File: src/rtl/mdiom_pkg.sv
package mdiom_pkg;
  localparam int BUS_W      = 32;
  localparam int FRAME_BITS = 64;
  localparam int CNT_W      = $clog2(FRAME_BITS);
  localparam int RX_BITS    = 18;            // turnaround plus data, released on reads
  localparam int TA2_IDX    = 16;            // bit index of second turnaround bit
  localparam int PRE_BITS   = 32;

  typedef struct packed {
    logic load;      // take queued command into the shifter
    logic shift;     // advance to the next output bit (MDC falling)
    logic sample;    // capture MDIO (MDC rising)
    logic taSample;  // rising edge of second turnaround bit
    logic finish;    // frame complete
  } dpStrobe_t;
endpackage

File: src/rtl/mdiom_ctrl.sv
module mdiom_ctrl
  import mdiom_pkg::*;
#(
  parameter int DIV_HALF = 2
) (
  input  logic      clk,
  input  logic      rstN,
  input  logic      pending,
  input  logic      cmdRead,
  output dpStrobe_t strobe,
  output logic      busy,
  output logic      mdc,
  output logic      driveEn
);
  localparam int DIV_W = (DIV_HALF > 1) ? $clog2(DIV_HALF) : 1;
  localparam logic [DIV_W-1:0] DIV_LAST = DIV_W'(DIV_HALF - 1);
  localparam logic [CNT_W-1:0] BIT_TOP  = CNT_W'(FRAME_BITS - 1);
  localparam logic [CNT_W-1:0] RX_FIRST = CNT_W'(RX_BITS);
  localparam logic [CNT_W-1:0] TA2_POS  = CNT_W'(TA2_IDX);

  logic [DIV_W-1:0] divCnt;
  logic [CNT_W-1:0] bitCnt;
  logic             frameRead;
  logic             halfTick;

  assign halfTick        = busy && (divCnt == DIV_LAST);
  assign strobe.load     = pending && !busy;
  assign strobe.sample   = halfTick && !mdc;
  assign strobe.taSample = halfTick && !mdc && (bitCnt == TA2_POS);
  assign strobe.shift    = halfTick && mdc && (bitCnt != '0);
  assign strobe.finish   = halfTick && mdc && (bitCnt == '0);
  assign driveEn         = busy && (!frameRead || (bitCnt >= RX_FIRST));

  always_ff @(posedge clk) begin
    if (!rstN) begin
      busy      <= 1'b0;
      mdc       <= 1'b0;
      divCnt    <= '0;
      bitCnt    <= '0;
      frameRead <= 1'b0;
    end else if (strobe.load) begin
      busy      <= 1'b1;
      mdc       <= 1'b0;
      divCnt    <= '0;
      bitCnt    <= BIT_TOP;
      frameRead <= cmdRead;
    end else if (busy) begin
      divCnt <= halfTick ? '0 : divCnt + 1'b1;
      if (halfTick) mdc <= !mdc;
      if (strobe.shift) bitCnt <= bitCnt - 1'b1;
      if (strobe.finish) busy <= 1'b0;
    end
  end
endmodule

File: src/rtl/mdiom_dp.sv
module mdiom_dp
  import mdiom_pkg::*;
#(
  parameter int ADDR_W = 4
) (
  input  logic              clk,
  input  logic              rstN,
  input  logic              busWrEn,
  input  logic [ADDR_W-1:0] busAddr,
  input  logic [BUS_W-1:0]  busWrData,
  output logic [BUS_W-1:0]  busRdData,
  input  dpStrobe_t         strobe,
  input  logic              busy,
  input  logic              mdioIn,
  output logic              mdioOut,
  output logic              pending,
  output logic              cmdRead
);
  localparam logic [ADDR_W-1:0] OFF_STAT = ADDR_W'(0);
  localparam logic [ADDR_W-1:0] OFF_CMD  = ADDR_W'(8);
  localparam logic [ADDR_W-1:0] OFF_RES  = ADDR_W'(12);

  logic [4:0]            cmdPhy, cmdReg;
  logic [15:0]           cmdData;
  logic [FRAME_BITS-1:0] shOut;
  logic [15:0]           shIn;
  logic [15:0]           resData;
  logic [1:0]            resFail;
  logic                  taFault;
  logic                  frameRead;
  logic                  accept;

  assign accept = busWrEn && (busAddr == OFF_CMD) && busWrData[31]
                  && (busWrData[1] ^ busWrData[2]) && !pending;

  always_ff @(posedge clk) begin
    if (!rstN) begin
      pending <= 1'b0;
      cmdRead <= 1'b0;
      cmdPhy  <= '0;
      cmdReg  <= '0;
      cmdData <= '0;
    end else if (accept) begin
      pending <= 1'b1;
      cmdRead <= busWrData[2];
      cmdPhy  <= busWrData[29:25];
      cmdReg  <= busWrData[24:20];
      cmdData <= busWrData[19:4];
    end else if (strobe.load) begin
      pending <= 1'b0;
    end
  end

  always_ff @(posedge clk) begin
    if (!rstN) begin
      shOut     <= '1;
      shIn      <= '0;
      taFault   <= 1'b0;
      frameRead <= 1'b0;
      resData   <= '0;
      resFail   <= '0;
    end else begin
      if (strobe.load) begin
        shOut <= {{PRE_BITS{1'b1}}, 2'b01, cmdRead ? 2'b10 : 2'b01,
                  cmdPhy, cmdReg, 2'b10, cmdData};
        frameRead <= cmdRead;
      end else if (strobe.shift) begin
        shOut <= {shOut[FRAME_BITS-2:0], 1'b1};
      end
      if (strobe.sample) shIn <= {shIn[14:0], mdioIn};
      if (strobe.taSample) taFault <= mdioIn;
      if (strobe.finish && frameRead) begin
        resData <= shIn;
        resFail <= {2{taFault}};
      end
    end
  end

  assign mdioOut = busy ? shOut[FRAME_BITS-1] : 1'b1;

  always_comb begin
    unique case (busAddr)
      OFF_STAT: busRdData = {28'b0, busy, pending, 2'b00};
      OFF_RES:  busRdData = {14'b0, resFail, resData};
      default:  busRdData = '0;
    endcase
  end
endmodule

File: src/rtl/mdio_master.sv
module mdio_master
  import mdiom_pkg::*;
#(
  parameter int DIV_HALF = 2,
  parameter int ADDR_W   = 4
) (
  input  logic              clk,
  input  logic              rstN,
  input  logic              busWrEn,
  input  logic [ADDR_W-1:0] busAddr,
  input  logic [BUS_W-1:0]  busWrData,
  output logic [BUS_W-1:0]  busRdData,
  output logic              mdc,
  output logic              mdioOut,
  output logic              mdioOe,
  input  logic              mdioIn
);
  dpStrobe_t strobe;
  logic      busy;
  logic      pending;
  logic      cmdRead;

  mdiom_ctrl #(.DIV_HALF(DIV_HALF)) u_ctrl (
    .clk(clk), .rstN(rstN), .pending(pending), .cmdRead(cmdRead),
    .strobe(strobe), .busy(busy), .mdc(mdc), .driveEn(mdioOe)
  );

  mdiom_dp #(.ADDR_W(ADDR_W)) u_dp (
    .clk(clk), .rstN(rstN), .busWrEn(busWrEn), .busAddr(busAddr),
    .busWrData(busWrData), .busRdData(busRdData), .strobe(strobe),
    .busy(busy), .mdioIn(mdioIn), .mdioOut(mdioOut),
    .pending(pending), .cmdRead(cmdRead)
  );
endmodule

File: config.mk
export PLATFORM = sky130hd
export DESIGN_NAME = mdio_master
export DESIGN_NICKNAME = d
export VERILOG_FILES = /design/src/rtl/mdiom_pkg.sv /design/src/rtl/mdiom_ctrl.sv /design/src/rtl/mdiom_dp.sv /design/src/rtl/mdio_master.sv
export SDC_FILE = /design/constraint.sdc
export NUM_CORES = 1
export LEC_CHECK = 0
export ABC_AREA = 1
export BUFFER_PORTS_ARGS = -buffer_cell sky130_fd_sc_hd__buf_2
export CAP_MARGIN = 20
export CORE_UTILIZATION = 40
export DETAILED_ROUTE_END_ITERATION = 10
export SLEW_MARGIN = 20
export SYNTH_ARGS = -nofsm -noshare
export SYNTH_HDL_FRONTEND = slang
export SYNTH_SLANG_ARGS = --single-unit
File: constraint.sdc
create_clock -name clk -period 4 [get_ports clk]
set_input_delay 0.4 -clock clk [delete_from_list [all_inputs] [get_ports clk]]
set_output_delay 0.4 -clock clk [all_outputs]
set_load 0.01 [all_outputs]
### Word level (Yosys, flattened, before mapping)

Cells that the tools add are included.

* bits in registers: 136
* bits of input ports: 40
* output and inout port bits: 35
* word-level logic and storage cells: 65

* $add $sub $neg: 2
* magnitude comparators: 1
* equal/unequal tests: 3
* mux-type cells: 14
* bitwise logic cells: 2
* reduce and logical (&&, ||, !) cells: 27

Operator list (number)
* $mux W32: 2
* $pmux W18 S2: 1
* $mux W6: 3
* $logic_and A1 B1 Y1: 13
* $eq A4 B4 Y1 const B: 2
* $mux W1: 7
* $eq A6 B5 Y1 const B: 1
* $ge A6 B5 Y1 const B: 1
* $logic_not A6 Y1: 1
* $reduce_bool A2 Y1: 3
* $reduce_bool A6 Y1: 1
* $sub A6 B1 Y6 const B: 1
* $logic_not A1 Y1: 4
* $logic_not A4 Y1: 1
* $reduce_and A2 Y1: 2
* $mux W2: 1
* $reduce_or A2 Y1: 1
* $add A1 B1 Y1 const B: 1
* $logic_or A1 B1 Y1: 1
* $not A1 Y1: 1
* $xor A1 B1 Y1: 1

### Logic depth before layout (Yosys ltp)

Gate-level depths: netlist of the first run.

* word-level depth: 6
* gate-level depth with buffers: 9
* depth with buffers taken out: 8

### By module

Synthesis of the first run repeated with hierarchy kept, for this count alone.

* cells, all modules: 753
* area total of the unflattened synthesis: 5689.2 um^2

Modules (own cells, without submodules)
* mdiom_dp: times used 1, cells each 665, area an instance 5067.4 um^2, seq. area each 2542.4 um^2
* mdiom_ctrl: times used 1, cells each 88, area an instance 621.8 um^2, seq. area each 200.2 um^2

### Worst setup path before layout of the first run

OpenSTA, ideal clock, no wires.

* kind: input to output
* start point: in busAddr[1]
* end point: out busRdData[17]
* data arrival time: 1331 ps
* data required time: 3600 ps
* path slack: 2269 ps
* stages: 5
* buffers on the path: 2
* path through: nor2_2 -> nand3_1 -> clkbuf_1 -> nor2_1 -> buf_4

* word-level cells in the longest chain between the ends: 2
* elaborated cells on any way between the ends: 3
* classes of those cells: eq/ne (1); mux (1); reduce/logical (1)

RTL lines
* start: declaration: line mdio_master.sv:10 `input logic [ADDR_W-1:0] busAddr,`
* $eq A4 B4 Y1 or $logic_not A4 Y1 (tied branches): line mdiom_dp.sv:82 `unique case (busAddr)`
* $pmux W18 S2 *: line mdiom_dp.sv:82
* end: declaration: line mdio_master.sv:12 `output logic [BUS_W-1:0] busRdData,`

Every way passes the cells marked *; elsewhere a longest branch is shown, timed or not.

### Final worst setup path of the first run

* start point: reg u_ctrl.busy
* end point: reg u_dp.shOut[57]

* word-level cells in the longest chain between the ends: 3
* elaborated cells on any way between the ends: 6
* classes of those cells: reduce/logical (6)

RTL lines
* start: declaration: line mdiom_ctrl.sv:11 `output logic busy,`
* start signal: assignment: line mdiom_ctrl.sv:36 `busy <= 1'b0;`
* start signal: assignment: line mdiom_ctrl.sv:42 `busy <= 1'b1;`
* start signal: assignment: line mdiom_ctrl.sv:51 `if (strobe.finish) busy <= 1'b0;`
* $logic_not A1 Y1 or $logic_and A1 B1 Y1 (tied branches): line mdiom_ctrl.sv:27, mdiom_ctrl.sv:26
* $logic_and A1 B1 Y1, on equally long branches: line mdiom_ctrl.sv:27, mdiom_ctrl.sv:30
* $reduce_or A2 Y1 (no line) or $logic_and A1 B1 Y1 (tied branches)
* end signal: assignment: line mdiom_dp.sv:64 `shOut <= {{PRE_BITS{1'b1}}, 2'b01, cmdRead ? 2'b10 : 2'b01,`
* end signal: assignment: line mdiom_dp.sv:68 `shOut <= {shOut[FRAME_BITS-2:0], 1'b1};`
* end: declaration: line mdiom_dp.sv:25 `logic [FRAME_BITS-1:0] shOut;`

Several ways; a longest one is shown, not always the timed one.
A chain may end at the register's enable or synchronous reset.

==> metrics.log, run 1 <==
[metrics] run status: finished, final reports clean
[metrics] buffer levels on the longest clock path: 2
[metrics] top post-synthesis cells by count: sky130_fd_sc_hd__nand2_1, sky130_fd_sc_hd__nor2_1, sky130_fd_sc_hd__dfxtp_1
[metrics] standard-cell row count: 42
[metrics] post-route worst hold slack: 236 ps
[metrics] asr flop ratio synth: 0%
[metrics] initial core utilization: 41.2%
[metrics] maximum number of pins on one net before global-route repair: 96
[metrics] final instance area: 6190 µm²
[metrics] number of DRC violations after detailed-routing iteration 0: 306
[metrics] final net count: 818
[metrics] number of remaining DRC errors: 0
[metrics] final cell utilization of the core: 46.6%
[metrics] crit share post-route: 53.0%
[metrics] ANT cells: 0
[metrics] number of optimization iterations in the first detailed-route pass: 4
[metrics] ranking of synthesized cells by area: sky130_fd_sc_hd__dfxtp_1, sky130_fd_sc_hd__nand2_1, sky130_fd_sc_hd__nor2_1
[metrics] routed len/inst: 11.3 µm
[metrics] end point of the critical path: u_dp.shOut[57]
[metrics] biggest cell delay along the critical path: 740 ps
[metrics] Most used DFF post-synth: sky130_fd_sc_hd__dfxtp_1
[metrics] share of the yosys chip area belonging to registers: 49.7%
[metrics] core area: 13300 µm²
[metrics] cell chosen for the clock root: sky130_fd_sc_hd__clkbuf_16
[metrics] # Max-Cap Violations: 0
[metrics] clock tree from TritonCTS: yes
[metrics] RSZ-0062 raised after global routing: no
[metrics] gate family responsible for the most delay along the worst path: buffers and inverters
[metrics] worst path arrival time: 2440 ps
[metrics] Post-DP HPWL: 6.61 mm
[metrics] final routed wirelength across all metal layers: 10.9 mm
[metrics] destination of the worst register-to-register timing path: u_dp.shOut[57]
[metrics] kind of capture point of the worst setup path: flip-flop
[metrics] Critical Setup Path Class: flip-flop to flip-flop
[metrics] relative slew slack: 37.7%
[metrics] leakage power: 3.03 nW
[metrics] Inserted Clock Buffers: 17
[metrics] cell with the most instances after synthesis: sky130_fd_sc_hd__nand2_1
[metrics] number of buffer cells added on primary ports: 57
[metrics] CP Cell Sequence: inv_1 > nand2_2 > nand2_1 > clkinv_1 > nand3_1
[metrics] H-Tree Level Count: 4
[metrics] type of origin of the critical path: flip-flop
[metrics] clock network latency to the later pin of the worst-skew pair: 410 ps
[metrics] Final Hold Violating Endpoints: 0
[metrics] residual overflow from global routing: 0
[metrics] PnR Total Power: 0.00282 W
[metrics] initial antenna violation count: 0
[metrics] critical path required time: 4320 ps
[metrics] Worst Tran Pin Value: 929 ps
[metrics] number of flops mapped to enable cells by yosys: 0
[metrics] setup-violating endpoint count in the final report: 0
[metrics] vertical extent of the die: 119 µm
[metrics] overall die area: 14200 µm²
[metrics] peak ir drop on the vdd network: 0.285 mV
[metrics] hold crit path type: input port to flip-flop
[metrics] Gates resized, CTS repair: 0
[metrics] hold-fix buffers at CTS: 0
[metrics] setup total negative slack: 0 ps
[metrics] Final Max Tran Viols: 0
[metrics] slowest cell on the critical path: sky130_fd_sc_hd__clkinv_1
[metrics] clock-pin slew on the worst setup and hold paths: 50 ps
[metrics] vias post-DR: 4562
[metrics] number of nets still failing antenna checks after routing: 0
[metrics] warnings from Yosys: 0
[metrics] flip-flop and latch count after synthesis: 136
[metrics] slack of the worst reg-to-reg path: 1880 ps
[metrics] share of final-layout standard cells stronger than drive strength 1: 12.2%
[metrics] wire length of the first global-routing pass: 18.6 mm
[metrics] count of buffer and inverter cells on the critical path: 2
[metrics] top-level port count: 75
[metrics] peak clock frequency supported by timing: 472 MHz
[metrics] layout-stage area growth over the synthesis result: 13.0%
[metrics] timing startpoint of the critical path: u_ctrl.busy
[metrics] vias in the first global route: 4153
[metrics] largest fanout on the critical path: 35
[metrics] Post-Synthesis Cell Area: 5480 µm²
[metrics] Unique masters post-synth: 30
[metrics] area share of the leading cell type in the synthesized netlist: 49.7%
[metrics] Critical R2R Launch: u_ctrl.busy
[metrics] Chip Width: 119 µm
[metrics] Power Dens Cells: 455 nW/µm²
[metrics] Avg Inst Size Synth: 7.42 µm²
[metrics] worst-case clock skew: 5.95 ps
[metrics] Register-to-Register Path Depth: 5
[metrics] Final Wtd Congestion: 0.785
[metrics] top cell type by total area after synthesis: sky130_fd_sc_hd__dfxtp_1
[metrics] post-synthesis cell count: 739
[metrics] post-placement cell area: 5680 µm²
[metrics] Sinks on Clock Net: 136
[metrics] min cycle time layout: 2120 ps
[metrics] total routing resource utilization after global routing: 16.4%
[metrics] CP Depth: 5
[metrics] Post-CTS Setup Inserts: 0
[metrics] Avg Vias per Cell: 4.74
-- worst register-to-register path: stages, from the launching register on --
cell and delay [ps]:
sky130_fd_sc_hd__dfxtp_1 400, sky130_fd_sc_hd__inv_1 170, sky130_fd_sc_hd__nand2_2 190, sky130_fd_sc_hd__nand2_1 160, sky130_fd_sc_hd__clkinv_1 740, sky130_fd_sc_hd__nand3_1 360
-- flip-flops by register name, summed over array words and instances, names as in the netlist, 5 cells and up --
name / count
u_dp.shOut: 64
u_dp.cmdData: 16
u_dp.resData: 16
u_dp.shIn: 16
u_ctrl.bitCnt: 6
u_dp.cmdPhy: 5
u_dp.cmdReg: 5
-- metrics by stage --
step,cells,worst slack (ps)
after floorplan,752,2270
after detailed placement,932,1680
after global routing,963,1630
after global placement,932,1720
after CTS,963,1830
final,963,1880
-- placed cells by master, fill, tap and decap left out, types with 2 or more instances in the layout --
cell	n
sky130_fd_sc_hd__nand2_1	207
sky130_fd_sc_hd__nor2_1	152
sky130_fd_sc_hd__dfxtp_1	136
sky130_fd_sc_hd__buf_2	57
sky130_fd_sc_hd__o21ai_0	49
sky130_fd_sc_hd__nand3_1	46
sky130_fd_sc_hd__inv_1	29
sky130_fd_sc_hd__nand4_1	28
sky130_fd_sc_hd__clkbuf_16	17
sky130_fd_sc_hd__conb_1	14
sky130_fd_sc_hd__a21oi_1	9
sky130_fd_sc_hd__clkbuf_1	9
sky130_fd_sc_hd__nand2_4	3
sky130_fd_sc_hd__inv_2	3
sky130_fd_sc_hd__ha_1	3
sky130_fd_sc_hd__clkinv_2	3
sky130_fd_sc_hd__nor2_4	2
sky130_fd_sc_hd__nand3_2	2
sky130_fd_sc_hd__clkinv_1	2
sky130_fd_sc_hd__nand3b_1	2
sky130_fd_sc_hd__buf_4	2
-- worst min path at each step --
stage | startpoint | endpoint | slack [ps] | depth (start not counted)
3_5_place_dp | u_dp.shOut[43] | u_dp.shOut[44] | 440 | 2
3_3_place_gp | u_dp.shOut[62] | u_dp.shOut[63] | 440 | 2
5_1_grt | busWrData[26] | u_dp.cmdPhy[1] | 240 | 3
4_1_cts | busWrData[10] | u_dp.cmdData[6] | 220 | 3
6_report | busWrData[10] | u_dp.cmdData[6] | 240 | 3
2_1_floorplan | u_dp.shOut[16] | u_dp.shOut[16] | 430 | 2
-- metal layers --
metal | GRT usage, % | share of wire [%] | up-vias
li1 | - | - | 2379
met1 | 19.3 | 49 | 2078
met2 | 27.4 | 45 | 86
met3 | 4.69 | 4.1 | 19
met4 | 7.44 | 2.0 | 0
met5 | 0 | 0 | -
-- layout make-up --
cell class / count / area, µm²
sequential: 136 / 2720
inverter: 35 / 134
multi-input combinational: 526 / 2300
clock inverter: 4 / 45.0
fill: 1362 / 7100
timing repair buffer: 59 / 300
tap: 176 / 220
clock buffer: 27 / 473
-- power by group --
part,internal (W),switching [W]
clock network,0.000864,0.000526
registers,0.00136,0.00000227
logic,0.0000226,0.0000451
-- kinds of logic (layout without fill, tap and decap cells) --
logic type,count (synthesis),in the layout,share of synthesized area (%)
AND/OR/NAND/NOR,447,447,34.4
flip-flops,136,136,49.7
buffers and inverters,90,125,9.27
AO/OA/AOI/OAI,60,60,5.55
adder cells (fa/ha/maj),3,3,0.685
XOR/XNOR,2,2,0.320
other,1,14,0.0684
(Power assumes the default switching activity.)
==> run 2: changes to the inputs <==
==> constraint.sdc (replaced) <==
create_clock -name clk -period 1.9 [get_ports clk]
set_input_delay 0.19 -clock clk [delete_from_list [all_inputs] [get_ports clk]]
set_output_delay 0.19 -clock clk [all_outputs]
set_load 0.01 [all_outputs]
==> metrics.log, run 2 (synthesis results as in run 1) <==
[metrics] run status: finished, final reports clean (unchanged)
[metrics] routed len/inst: 11.5 µm (was 11.3 µm)
[metrics] crit share post-route: 87.0%
[metrics] setup-violating endpoint count in the final report: 0 (unchanged)
[metrics] min cycle time layout: 1650 ps
[metrics] leakage power: 3.17 nW (was 3.03 nW)
[metrics] kind of capture point of the worst setup path: output port (was flip-flop)
[metrics] number of buffer cells added on primary ports: 57 (unchanged)
[metrics] footprint of the flip-flops and latches: 2720 µm² (unchanged)
[metrics] count of fill cells added during filler insertion: 1310 (was 1362)
[metrics] largest fanout on the critical path: 5 (was 35)
[metrics] final net count: 830 (was 818)
[metrics] standard-cell row count: 42 (unchanged)
[metrics] RSZ-0062 raised after global routing: no (unchanged)
[metrics] Gates resized, CTS repair: 0 (unchanged)
[metrics] type of origin of the critical path: flip-flop (unchanged)
[metrics] share of final-layout standard cells stronger than drive strength 1: 14.8% (was 12.2%)
[metrics] initial core utilization: 41.2% (unchanged)
[metrics] total routing resource utilization after global routing: 16.8% (was 16.4%)
[metrics] CP Cell Sequence: inv_1 > nand2_1 > o31ai_1 > nand3_1 > nand2_1 > inv_1 > buf_2 (was inv_1 > nand2_2 > nand2_1 > clkinv_1 > nand3_1)
[metrics] maximum number of pins on one net before global-route repair: 57 (was 96)
[metrics] residual overflow from global routing: 0 (unchanged)
[metrics] Final Wtd Congestion: 0.810 (was 0.785)
[metrics] Avg Vias per Cell: 4.71 (was 4.74)
[metrics] hold-fix buffers at CTS: 0 (unchanged)
[metrics] setup total negative slack: 0 ps (unchanged)
[metrics] vias post-DR: 4595 (was 4562)
[metrics] final routed wirelength across all metal layers: 11.3 mm (was 10.9 mm)
[metrics] layout-stage area growth over the synthesis result: 18.3% (was 13.0%)
[metrics] peak clock frequency supported by timing: 605 MHz
[metrics] relative slew slack: 63.4% (was 37.7%)
[metrics] wire length of the first global-routing pass: 19.4 mm (was 18.6 mm)
[metrics] Post-DP HPWL: 7.28 mm (was 6.61 mm)
[metrics] H-Tree Level Count: 4 (unchanged)
[metrics] number of flip-flops in the largest register: 64 (unchanged)
[metrics] core area: 13300 µm² (unchanged)
[metrics] initial antenna violation count: 0 (unchanged)
[metrics] Sinks on Clock Net: 136 (unchanged)
[metrics] Placed Cells: 944 (was 932)
[metrics] number of DRC violations after detailed-routing iteration 0: 246 (was 306)
[metrics] most common cell after layout, fill and taps aside: sky130_fd_sc_hd__nand2_1 (unchanged)
[metrics] ANT cells: 0 (unchanged)
[metrics] Most flops, register: u_dp.shOut (unchanged)
[metrics] Post-CTS Setup Inserts: 0 (unchanged)
[metrics] Inserted Clock Buffers: 17 (unchanged)
[metrics] number of optimization iterations in the first detailed-route pass: 4 (unchanged)
[metrics] peak ir drop on the vdd network: 0.632 mV (was 0.285 mV)
[metrics] cell chosen for the clock root: sky130_fd_sc_hd__clkbuf_16 (unchanged)
[metrics] Multi-input gate area: 2300 µm² (unchanged)
[metrics] buffer levels on the longest clock path: 2 (unchanged)
[metrics] leading cell types in the layout, fill and taps excluded: sky130_fd_sc_hd__nand2_1, sky130_fd_sc_hd__nor2_1, sky130_fd_sc_hd__dfxtp_1 (unchanged)
[metrics] Final Max Tran Viols: 0 (unchanged)
[metrics] clock network latency to the later pin of the worst-skew pair: 410 ps (about the same)
[metrics] worst-case clock skew: 6.72 ps (was 5.95 ps)
[metrics] number of nets still failing antenna checks after routing: 0 (unchanged)
[metrics] vias in the first global route: 4331 (was 4153)
[metrics] Critical Setup Path Class: flip-flop to output port (was flip-flop to flip-flop)
[metrics] overall die area: 14200 µm² (unchanged)
[metrics] hold crit path type: input port to flip-flop (unchanged)
[metrics] Chip Width: 119 µm (unchanged)
[metrics] Final Hold Violating Endpoints: 0 (unchanged)
[metrics] worst path arrival time: 1460 ps (was 2440 ps)
[metrics] PnR Total Power: 0.00663 W (was 0.00282 W)
[metrics] clock-pin slew on the worst setup and hold paths: 60 ps (was 50 ps)
[metrics] biggest cell delay along the critical path: 370 ps (was 740 ps)
[metrics] # Max-Cap Violations: 0 (unchanged)
[metrics] top-level port count: 75 (unchanged)
[metrics] number of remaining DRC errors: 0 (unchanged)
[metrics] slowest cell on the critical path: sky130_fd_sc_hd__dfxtp_1 (was sky130_fd_sc_hd__clkinv_1)
[metrics] Worst Tran Pin Value: 547 ps (was 929 ps)
[metrics] vertical extent of the die: 119 µm (unchanged)
[metrics] critical path required time: 1710 ps (was 4320 ps)
[metrics] Power Dens Cells: 1020 nW/µm² (was 455 nW/µm²)
[metrics] number of non-filler instances in the completed layout: 976 (was 963)
[metrics] clock tree from TritonCTS: yes (unchanged)
-- run 2: cell count changes in the layout (fill, tap and decap cells not counted) --
cell,before,now
sky130_fd_sc_hd__clkinv_2,3,2
sky130_fd_sc_hd__clkinvlp_4,0,3
sky130_fd_sc_hd__bufinv_16,1,5
sky130_fd_sc_hd__inv_6,0,3
sky130_fd_sc_hd__clkinv_4,0,1
sky130_fd_sc_hd__buf_12,0,5
sky130_fd_sc_hd__buf_4,2,9
sky130_fd_sc_hd__clkbuf_1,9,0
-- run 2: report_power, final --
group          internal [W]  switching [W]  total (W)
registers           0.00286     0.00000494    0.00287
logic             0.0000560      0.0000964   0.000152
clock network       0.00237        0.00124    0.00361
total               0.00529        0.00134    0.00663
-- run 2: routing by layer --
layer  global-route usage, %  up-vias  part of all wire (%)
met5                       0        -                     0
met4                    5.93        0                  0.75
met3                    4.21        6                   4.4
met2                    28.1       83                    47
met1                    20.9     2103                    48
li1                        -     2403                     -
-- run 2: path summary, 6_finish.rpt --
path	start	end	slack, ps	cells after the start
worst min register to register	u_dp.shOut[51]	u_dp.shOut[52]	450	2
worst max-delay path	u_ctrl.bitCnt[2]	mdioOe	250	7
worst max register to register	u_ctrl.bitCnt[0]	u_ctrl.bitCnt[0]	300	7
worst min-delay path	busWrData[21]	u_dp.cmdReg[1]	30	3
-- run 2: worst max-delay path: cells and delay by family, from the launching register on --
kind            cells  cell delay [ps]
compound gates      1              200
buf+inv             3              240
flops               1              370
simple gates        3              240
-- run 2: stage by stage --
stage / utilization (%) / area (µm²) / hold WS [ps] / setup WS [ps]
after global routing: 48.8 / 6490 / 45.3 / 91.9
after floorplan: - / 5530 / 325 / 542
after detailed placement: 43.8 / 5830 / 441 / 321
final: 48.8 / 6490 / 26.0 / 248
after CTS: 48.8 / 6490 / 10.3 / 202
after global placement: 43.8 / 5830 / 438 / 348
-- run 2: final cells by class --
cell class / count / area share [%]
clock inverter: 14 / 3.36
multi-input combinational: 526 / 35.5
timing repair buffer: 71 / 6.98
inverter: 35 / 2.06
clock buffer: 18 / 6.77
tap: 176 / 3.40
sequential: 136 / 42.0
